### config.mk
export PLATFORM = sky130hd
export DESIGN_NAME = scl_clock_sync
export DESIGN_NICKNAME = d
export VERILOG_FILES = /design/src/rtl/scl_sync_pkg.sv /design/src/rtl/scl_phase_cnt.sv /design/src/rtl/scl_master_fsm.sv /design/src/rtl/scl_slave_hold.sv /design/src/rtl/scl_strobe_gen.sv /design/src/rtl/scl_clock_sync.sv
export SDC_FILE = /design/constraint.sdc
export NUM_CORES = 1
export LEC_CHECK = 0
export BUFFER_PORTS_ARGS = -buffer_cell sky130_fd_sc_hd__buf_2
export CORE_MARGIN = 5
export CORE_UTILIZATION = 61
export DETAILED_ROUTE_END_ITERATION = 8
export GPL_ROUTABILITY_DRIVEN = 0
export PLACE_DENSITY = 0.92
export SKIP_LAST_GASP = 1
export SLEW_MARGIN = 20
export SYNTH_ARGS = -nofsm -noshare
export SYNTH_HDL_FRONTEND = slang
export SYNTH_SLANG_ARGS = --single-unit
### constraint.sdc
create_clock -name clk -period 5.7 [get_ports clk]
set_input_delay 1.14 -clock clk [delete_from_list [all_inputs] [get_ports clk]]
set_output_delay 1.14 -clock clk [all_outputs]
set_load 0.1 [all_outputs]
### src/rtl/scl_sync_pkg.sv
package scl_sync_pkg;
  typedef enum logic [1:0] {
    PH_IDLE   = 2'd0,
    PH_LOW    = 2'd1,
    PH_WAITHI = 2'd2,
    PH_HIGH   = 2'd3
  } scl_phase_e;
endpackage

### src/rtl/scl_phase_cnt.sv
module scl_phase_cnt #(
  parameter int CNT_W = 10
) (
  input  logic             clk,
  input  logic             rst_n,
  input  logic             clr,
  input  logic             inc,
  output logic [CNT_W-1:0] cnt
);
  always_ff @(posedge clk or negedge rst_n) begin
    if (!rst_n)   cnt <= '0;
    else if (clr) cnt <= '0;
    else if (inc) cnt <= cnt + CNT_W'(1);
  end
endmodule

### src/rtl/scl_master_fsm.sv
module scl_master_fsm
  import scl_sync_pkg::*;
(
  input  logic       clk,
  input  logic       rst_n,
  input  logic       run,
  input  logic       tick_en,
  input  logic       scl_in,
  input  logic       low_last,
  input  logic       high_last,
  output scl_phase_e phase,
  output logic       cnt_clr,
  output logic       cnt_inc
);
  scl_phase_e nxt;

  always_comb begin
    nxt     = phase;
    cnt_clr = 1'b0;
    cnt_inc = 1'b0;
    unique case (phase)
      PH_IDLE: begin
        if (run) begin
          nxt     = PH_LOW;
          cnt_clr = 1'b1;
        end
      end
      PH_LOW: begin
        if (!run) begin
          nxt     = PH_IDLE;
          cnt_clr = 1'b1;
        end else if (tick_en) begin
          if (low_last) begin
            nxt     = PH_WAITHI;
            cnt_clr = 1'b1;
          end else begin
            cnt_inc = 1'b1;
          end
        end
      end
      PH_WAITHI: begin
        if (!run) begin
          nxt     = PH_IDLE;
          cnt_clr = 1'b1;
        end else if (scl_in) begin
          nxt     = PH_HIGH;
          cnt_clr = 1'b1;
        end
      end
      PH_HIGH: begin
        if (!run) begin
          nxt     = PH_IDLE;
          cnt_clr = 1'b1;
        end else if (!scl_in) begin
          nxt     = PH_LOW;
          cnt_clr = 1'b1;
        end else if (tick_en) begin
          if (high_last) begin
            nxt     = PH_LOW;
            cnt_clr = 1'b1;
          end else begin
            cnt_inc = 1'b1;
          end
        end
      end
      default: begin
        nxt     = PH_IDLE;
        cnt_clr = 1'b1;
      end
    endcase
  end

  always_ff @(posedge clk or negedge rst_n) begin
    if (!rst_n) phase <= PH_IDLE;
    else        phase <= nxt;
  end
endmodule

### src/rtl/scl_slave_hold.sv
module scl_slave_hold (
  input  logic clk,
  input  logic rst_n,
  input  logic slave_mode,
  input  logic irq_flag,
  input  logic scl_in,
  output logic hold_low
);
  always_ff @(posedge clk or negedge rst_n) begin
    if (!rst_n)                       hold_low <= 1'b0;
    else if (!slave_mode || !irq_flag) hold_low <= 1'b0;
    else if (!scl_in)                 hold_low <= 1'b1;
  end
endmodule

### src/rtl/scl_strobe_gen.sv
module scl_strobe_gen
  import scl_sync_pkg::*;
#(
  parameter int CNT_W = 10
) (
  input  logic             clk,
  input  logic             rst_n,
  input  scl_phase_e       phase,
  input  logic             tick_en,
  input  logic             scl_in,
  input  logic [CNT_W-1:0] cnt,
  input  logic [CNT_W-1:0] mid_point,
  output logic             sample_stb,
  output logic             shift_stb
);
  logic was_low_q;
  logic in_low;

  assign in_low = (phase == PH_LOW);

  always_ff @(posedge clk or negedge rst_n) begin
    if (!rst_n) was_low_q <= 1'b0;
    else        was_low_q <= in_low;
  end

  assign shift_stb  = in_low && !was_low_q;
  assign sample_stb = (phase == PH_HIGH) && tick_en && scl_in && (cnt == mid_point);
endmodule

### src/rtl/scl_clock_sync.sv
module scl_clock_sync
  import scl_sync_pkg::*;
#(
  parameter int CNT_W = 10
) (
  input  logic             clk,
  input  logic             rst_n,
  input  logic             tick_en,
  input  logic             master_act,
  input  logic             scl_in,
  input  logic [CNT_W-1:0] low_cnt,
  input  logic [CNT_W-1:0] high_cnt,
  input  logic             slave_mode,
  input  logic             irq_flag,
  output logic             scl_oe,
  output logic             sample_stb,
  output logic             shift_stb
);
  // Phase length with zero mapped to one tick.
  function automatic logic [CNT_W-1:0] eff_len(input logic [CNT_W-1:0] v);
    return (v == '0) ? CNT_W'(1) : v;
  endfunction

  // 0-based tick index of the mid-high sampling point.
  function automatic logic [CNT_W-1:0] mid_tick(input logic [CNT_W-1:0] v);
    return eff_len(v) >> 1;
  endfunction

  logic             run_master;
  logic [CNT_W-1:0] cnt_w;
  logic             cnt_clr_w;
  logic             cnt_inc_w;
  logic             low_last_w;
  logic             high_last_w;
  logic             master_low_w;
  logic             hold_low_w;
  scl_phase_e       phase_w;

  assign run_master  = master_act && !slave_mode;
  assign low_last_w  = (cnt_w == eff_len(low_cnt)  - CNT_W'(1));
  assign high_last_w = (cnt_w == eff_len(high_cnt) - CNT_W'(1));

  scl_phase_cnt #(.CNT_W(CNT_W)) u_cnt (
    .clk  (clk),
    .rst_n(rst_n),
    .clr  (cnt_clr_w),
    .inc  (cnt_inc_w),
    .cnt  (cnt_w)
  );

  scl_master_fsm u_fsm (
    .clk      (clk),
    .rst_n    (rst_n),
    .run      (run_master),
    .tick_en  (tick_en),
    .scl_in   (scl_in),
    .low_last (low_last_w),
    .high_last(high_last_w),
    .phase    (phase_w),
    .cnt_clr  (cnt_clr_w),
    .cnt_inc  (cnt_inc_w)
  );

  scl_slave_hold u_hold (
    .clk       (clk),
    .rst_n     (rst_n),
    .slave_mode(slave_mode),
    .irq_flag  (irq_flag),
    .scl_in    (scl_in),
    .hold_low  (hold_low_w)
  );

  scl_strobe_gen #(.CNT_W(CNT_W)) u_stb (
    .clk       (clk),
    .rst_n     (rst_n),
    .phase     (phase_w),
    .tick_en   (tick_en),
    .scl_in    (scl_in),
    .cnt       (cnt_w),
    .mid_point (mid_tick(high_cnt)),
    .sample_stb(sample_stb),
    .shift_stb (shift_stb)
  );

  assign master_low_w = (phase_w == PH_LOW);
  assign scl_oe       = master_low_w || hold_low_w;
endmodule

# Word level (Yosys, flattened, before mapping)
# Cells that the tools add are included.
[totals]
mem_bits_rw = 0
input_bits = 27
regBits = 14
rom_bits = 0
latch_bits = 0
out_inout_bits = 3
mem_count = 0
[op_classes]
reduce_logical = 15
n_eq_ne = 13
bitwise_logic = 0
n_lt_le_gt_ge = 0
shift = 0
div_mod_pow = 0
muxes = 36
n_addsub = 3
mul = 0
[ops]
columns = ["op", "n"]
rows = [
  ["two-way mux 10 bit", 4],
  ["equality test 10 bit", 2],
  ["logical NOT 10 bit", 2],
  ["two-way mux 2 bit", 10],
  ["subtractor 10 x 1 -> 10 bit (second input constant)", 2],
  ["two-way mux 1 bit", 19],
  ["adder 10 x 1 -> 10 bit (second input constant)", 1],
  ["equality test 10 x 9 -> 1 bit", 1],
  ["inequality test 3 bit (second input constant)", 3],
  ["inequality test 4 bit (second input constant)", 2],
  ["case mux 2 bit (4 select lines)", 1],
  ["AND reduction 6 bit", 1],
  ["logical AND 1 bit", 5],
  ["equality test 2 bit (second input constant)", 2],
  ["inequality test 2 x 1 -> 1 bit (second input constant)", 2],
  ["case mux 1 bit (4 select lines)", 1],
  ["logical NOT 1 bit", 3],
  ["equality test 2 x 1 -> 1 bit (second input constant)", 1],
  ["logical NOT 2 bit", 1],
  ["logical OR 1 bit", 2],
  ["case mux 1 bit (2 select lines)", 1],
  ["nonzero test 2 bit", 1],
]

# Depth between registers and ports, before layout
[logic_depth]
depth_word = 11
mapped_depth = 14
mapped_depth_nobuf = 12

# Modules after synthesis
# From an unflattened synthesis, not the netlist that was laid out.
[hier_totals]
hier_cells = 198
hier_area_um2 = 1592.8
[by_module_without_submodules]
columns = ["module", "cells_per_inst", "area_per_inst_um2", "n_inst"]
rows = [
  ["scl_clock_sync", 111, 745.7, 1],
  ["scl_phase_cnt", 47, 495.5, 1],
  ["scl_strobe_gen", 18, 160.2, 1],
  ["scl_master_fsm", 18, 150.1, 1],
  ["scl_slave_hold", 4, 41.3, 1],
]

# Worst setup path after synthesis
# OpenSTA, ideal clock, no wires.
[synth_timing]
path_kind = "input to output"
from = "in high_cnt[2]"
to = "out sample_stb"
n_path_buf = 1
path_slack_ns = -0.026
path_stages = 5
arrival_ns = 4.586
t_required_ns = 4.560
cell_sequence = "buf_6 > xor2_1 > nor4_1 > nand4_1 > nor4_1"
[synth_via]
elab_chain_cells = 4
[synth_lines]
columns = ["item", "line", "rtl"]
rows = [
  ["from (decl)", "scl_clock_sync.sv:12", "input logic [CNT_W-1:0] high_cnt,"],
  ["logical NOT 10 bit", "scl_clock_sync.sv:21", "return (v == '0) ? CNT_W'(1) : v;"],
  ["two-way mux 10 bit *", "scl_clock_sync.sv:21", ""],
  ["equality test 10 x 9 -> 1 bit *", "scl_strobe_gen.sv:27", "assign sample_stb = (phase == PH_HIGH) && tick_en && scl_in && (cnt == mid_point);"],
  ["logical AND 1 bit *", "scl_strobe_gen.sv:27", ""],
  ["to (decl)", "scl_clock_sync.sv:16", "output logic sample_stb,"],
]
# Mark *: on every way between the ends. The rest lies on a longest branch, timed or not.

# Final worst setup path
[layout_timing]
from = "in high_cnt[5]"
to = "reg u_cnt.cnt[5]"
[layout_via]
elab_chain_cells = 10
elab_cells_between_ends = 16
classes_between = "1 x add/sub; 1 x eq/ne; 12 x mux; 2 x reduce/logical"
[layout_lines]
columns = ["item", "line", "rtl"]
rows = [
  ["logical NOT 10 bit", "scl_clock_sync.sv:21", ""],
  ["two-way mux 10 bit *", "scl_clock_sync.sv:21", ""],
  ["subtractor 10 x 1 -> 10 bit *", "scl_clock_sync.sv:41", "assign high_last_w = (cnt_w == eff_len(high_cnt) - CNT_W'(1));"],
  ["equality test 10 bit *", "scl_clock_sync.sv:41", ""],
  ["two-way mux 1 bit", "scl_master_fsm.sv:58", "if (high_last) begin"],
  ["two-way mux 1 bit", "scl_master_fsm.sv:57", "end else if (tick_en) begin"],
  ["two-way mux 1 bit", "scl_master_fsm.sv:54", "end else if (!scl_in) begin"],
  ["two-way mux 1 bit", "scl_master_fsm.sv:51", "if (!run) begin"],
  ["case mux 1 bit (4 select lines) / case mux 1 bit (2 select lines) (equally long branches)", "scl_master_fsm.sv:21", "unique case (phase)"],
  ["two-way mux 10 bit / nonzero test 2 bit (equally long branches)", "--", ""],
  ["to (signal assigned)", "scl_phase_cnt.sv:13", "else if (inc) cnt <= cnt + CNT_W'(1);"],
  ["to (decl)", "scl_phase_cnt.sv:8", "output logic [CNT_W-1:0] cnt"],
]
# Marked as above.
# A chain may end at the register's enable or synchronous reset.

==> flow_summary.json <==
{
  "drv_slew": 0,
  "mostFrequentLayoutCell": "buf_2",
  "clockRootBuffer": "clkbuf_4",
  "syn_area_per_cell_sq_um": 7.76,
  "grtUsageTotal_pct": 21.9,
  "drive_gt1_share_pct": 17.5,
  "cpMostUsedCell": "a31oi_1",
  "fillers": 244,
  "io_buffers": 29,
  "cts_max_level": 1,
  "finalHoldViolations": 0,
  "finClkSkew_ns": 0.00262,
  "seqPwrFrac_pct": 42.6,
  "max_cap_viol_count": 0,
  "wirelength_um": 4190,
  "grt_overflow": 0,
  "start_util_pct": 62.1,
  "critPathSlowestCell": "nor4_1",
  "avgRoutedWirePerCell_um": 15.8,
  "clkSinkCount": 14,
  "yosysSeqAreaShare_pct": 20.8,
  "path_delay_family": "simple AND/OR/NAND/NOR gates",
  "netlist_area_sq_um": 1680,
  "synth_edf_count": 0,
  "cp_num_buf_inv": 1,
  "pin_count": 30,
  "fmax_mhz": 231,
  "synth_flop_cell": "dfrtp_1",
  "clockBufferDepth": 2,
  "drtIter0Drc": 135,
  "synth_top_area_cell": "dfrtp_1",
  "slew_headroom_pct": 35.4,
  "pwr-share-comb_pct": 27.8,
  "synth_cell_types": 49,
  "setup_viol": 0,
  "syn_nets": 247,
  "sw_frac_of_total_pct": 31.8,
  "die_x_um": 62.5,
  "crit_path_cell_trace": "buf_2 -> nor4_1 -> a31oi_1 -> ha_1 -> nor3b_1 -> and3_1 -> a211o_1 -> a31oi_1 -> o2111ai_1 -> a21boi_4 -> or4_1 -> a21oi_1",
  "layout_worst_path_cycle_share_pct": 75.9,
  "coreArea_sq_um": 2710,
  "tightestPinTransition_ns": 0.961,
  "min_period_ns": 4.33,
  "cts_tree": "done",
  "hpwl_um": 3240,
  "status": "finished, final reports clean",
  "n_antenna_cell": 0,
  "peakVddDrop_uv": 159,
  "ys.warnings.count": 0,
  "avgViaCountPerCell": 6.59,
  "clk_latency_ns": 0.28,
  "p_leak_nw": 0.720,
  "cp-end-kind": "flip-flop",
  "yosys-top-cells-area": "dfrtp_1 21%, xnor2_1 9.4%, xor2_1 4.7%",
  "cts_resized": 0,
  "antenna_found_initial": 0,
  "post_cts_buffers": 0,
  "clk_pin_slew_ns": 0.09,
  "critPathMaxFanout": 16,
  "nNetsFinal": 265,
  "num_rows": 19,
  "mostFrequentLayoutCells": "29 x buf_2, 18 x nor2_1, 18 x xnor2_1, 14 x dfrtp_1",
  "p_int_uw": 164,
  "grt_pass1_wl_um": 7310,
  "cp.required_ns": 5.90,
  "area_delta_synth_final_pct": 8.77,
  "grt_pass1_vias": 1702,
  "dr.pass1.iters": 4,
  "switching_power_uw": 76.7,
  "ys_ff_latch": 14,
  "cp.arrival_ns": 4.53,
  "die_area_sq_um": 3910,
  "postCtsHoldBufs": 0,
  "vias": 1747,
  "finalSetupTns_ns": 0,
  "antenna_left": 0,
  "grt_setup_unrepaired": "no",
  "synth_cells": 217,
  "hold_path_class": "flip-flop to flip-flop",
  "drc_errors": 0,
  "ys_async_sr_fraction_pct": 100,
  "grt_max_degree": 17,
  "die_h_um": 62.5,
  "clockPowerShare_pct": 29.6,
  "critPathKind": "input port to flip-flop",
  "yosysTopAreaCellShare_pct": 20.8,
  "powerDensity_nw_per_um2": 132,
  "crit_path_start_kind": "input port",
  "max_stage_delay_ns": 0.83,
  "cts_buffers": 3,
  "whs_ns": 0.520
}
cells in the mapped netlist (3+ instances only):
library cell,instances
a311oi_1,3
and3_1,3
nor3b_1,3
clkbuf_1,11
or3_1,5
nand2_1,12
and3b_1,3
o31ai_1,3
o21ai_1,6
o221ai_1,3
nor2_1,18
xor2_1,9
nand4_1,6
ha_1,3
o21ai_0,4
o2111ai_1,3
inv_1,9
mux2i_1,3
nor2b_1,9
nand3_1,4
a31oi_1,4
nor4_1,5
buf_2,3
xnor2_1,18
dfrtp_1,14
or4_1,6
a21oi_1,12
nor3_1,6
per-layer routing:
metal	track usage, %	wire length (um)	vias up
li1	-	-	847
met1	26.0	1720	830
met2	38.7	2120	58
met3	3.78	237	12
met4	8.75	103	0
met5	0	0	-
layout make-up:
class	count	area (sq um)	share of cell area, %
clock buffers	4	36.3	1.98
inverters	9	33.8	1.84
multi-input cells	178	1230	67.0
flip-flops and latches	14	350	19.1
well taps	31	38.8	2.12
repair buffers	29	145	7.92
state kept, by name, indices dropped and copies added (netlist names):
| name | flops |
|---|---|
| u_fsm.phase | 2 |
| u_stb.was_low_q | 1 |
| u_hold.hold_low | 1 |
| u_cnt.cnt | 10 |
per-stage QoR:
| stage | cell area [sq um] | setup WS (ns) | cells | utilization [%] | total power [mW] |
|---|---|---|---|---|---|
| after floorplan | 1690 | 1.12 | 217 | - | 0.148 |
| after global placement | 1800 | 1.10 | 261 | 66.3 | 0.170 |
| after global routing | 1830 | 1.13 | 265 | 67.6 | 0.256 |
| after detailed placement | 1800 | 1.11 | 261 | 66.3 | 0.171 |
| final | 1830 | 1.37 | 265 | 67.6 | 0.241 |
| after CTS | 1830 | 1.40 | 265 | 67.6 | 0.243 |
logic make-up after synthesis:
family	after synthesis	synth area share, %
mux	3	1.78
simple gates	93	32.2
compound gates	52	22.2
buf+inv	25	6.69
fa+ha+maj	3	2.23
flops	14	20.8
xor+xnor	27	14.0
path summary, 6_finish.rpt:
| path | cells past startpoint | start | slack (ns) | end |
|---|---|---|---|---|
| setup reg to reg | 7 | u_cnt.cnt[8]$_DFFE_PN0P_ | 2.87 | u_cnt.cnt[4]$_DFFE_PN0P_ |
| min in group asynchronous | 1 | rst_n | 0.74 | u_fsm.phase[0]$_DFFE_PN0P_ |
| max in group asynchronous | 1 | rst_n | 4.71 | u_cnt.cnt[1]$_DFFE_PN0P_ |
| hold / removal | 2 | u_hold.hold_low$_DFFE_PN0P_ | 0.52 | u_hold.hold_low$_DFFE_PN0P_ |
| setup / recovery | 12 | high_cnt[5] | 1.37 | u_cnt.cnt[5]$_DFFE_PN0P_ |
| hold reg to reg | 2 | u_hold.hold_low$_DFFE_PN0P_ | 0.52 | u_hold.hold_low$_DFFE_PN0P_ |
tightest hold or removal path: stages (launching register included):
cell,delay (ns)
dfrtp_1,0.38
inv_1,0.05
a21oi_1,0.05
power groups by stage:
stage	Sequential [mW]	Clock, mW	Combinational [mW]
after detailed placement	0.105	0	0.0665
final	0.103	0.0714	0.0670
after global placement	0.105	0	0.0651
after CTS	0.103	0.0734	0.0666
after global routing	0.103	0.0784	0.0744
after floorplan	0.103	0	0.0447
(Power assumes the default switching activity.)
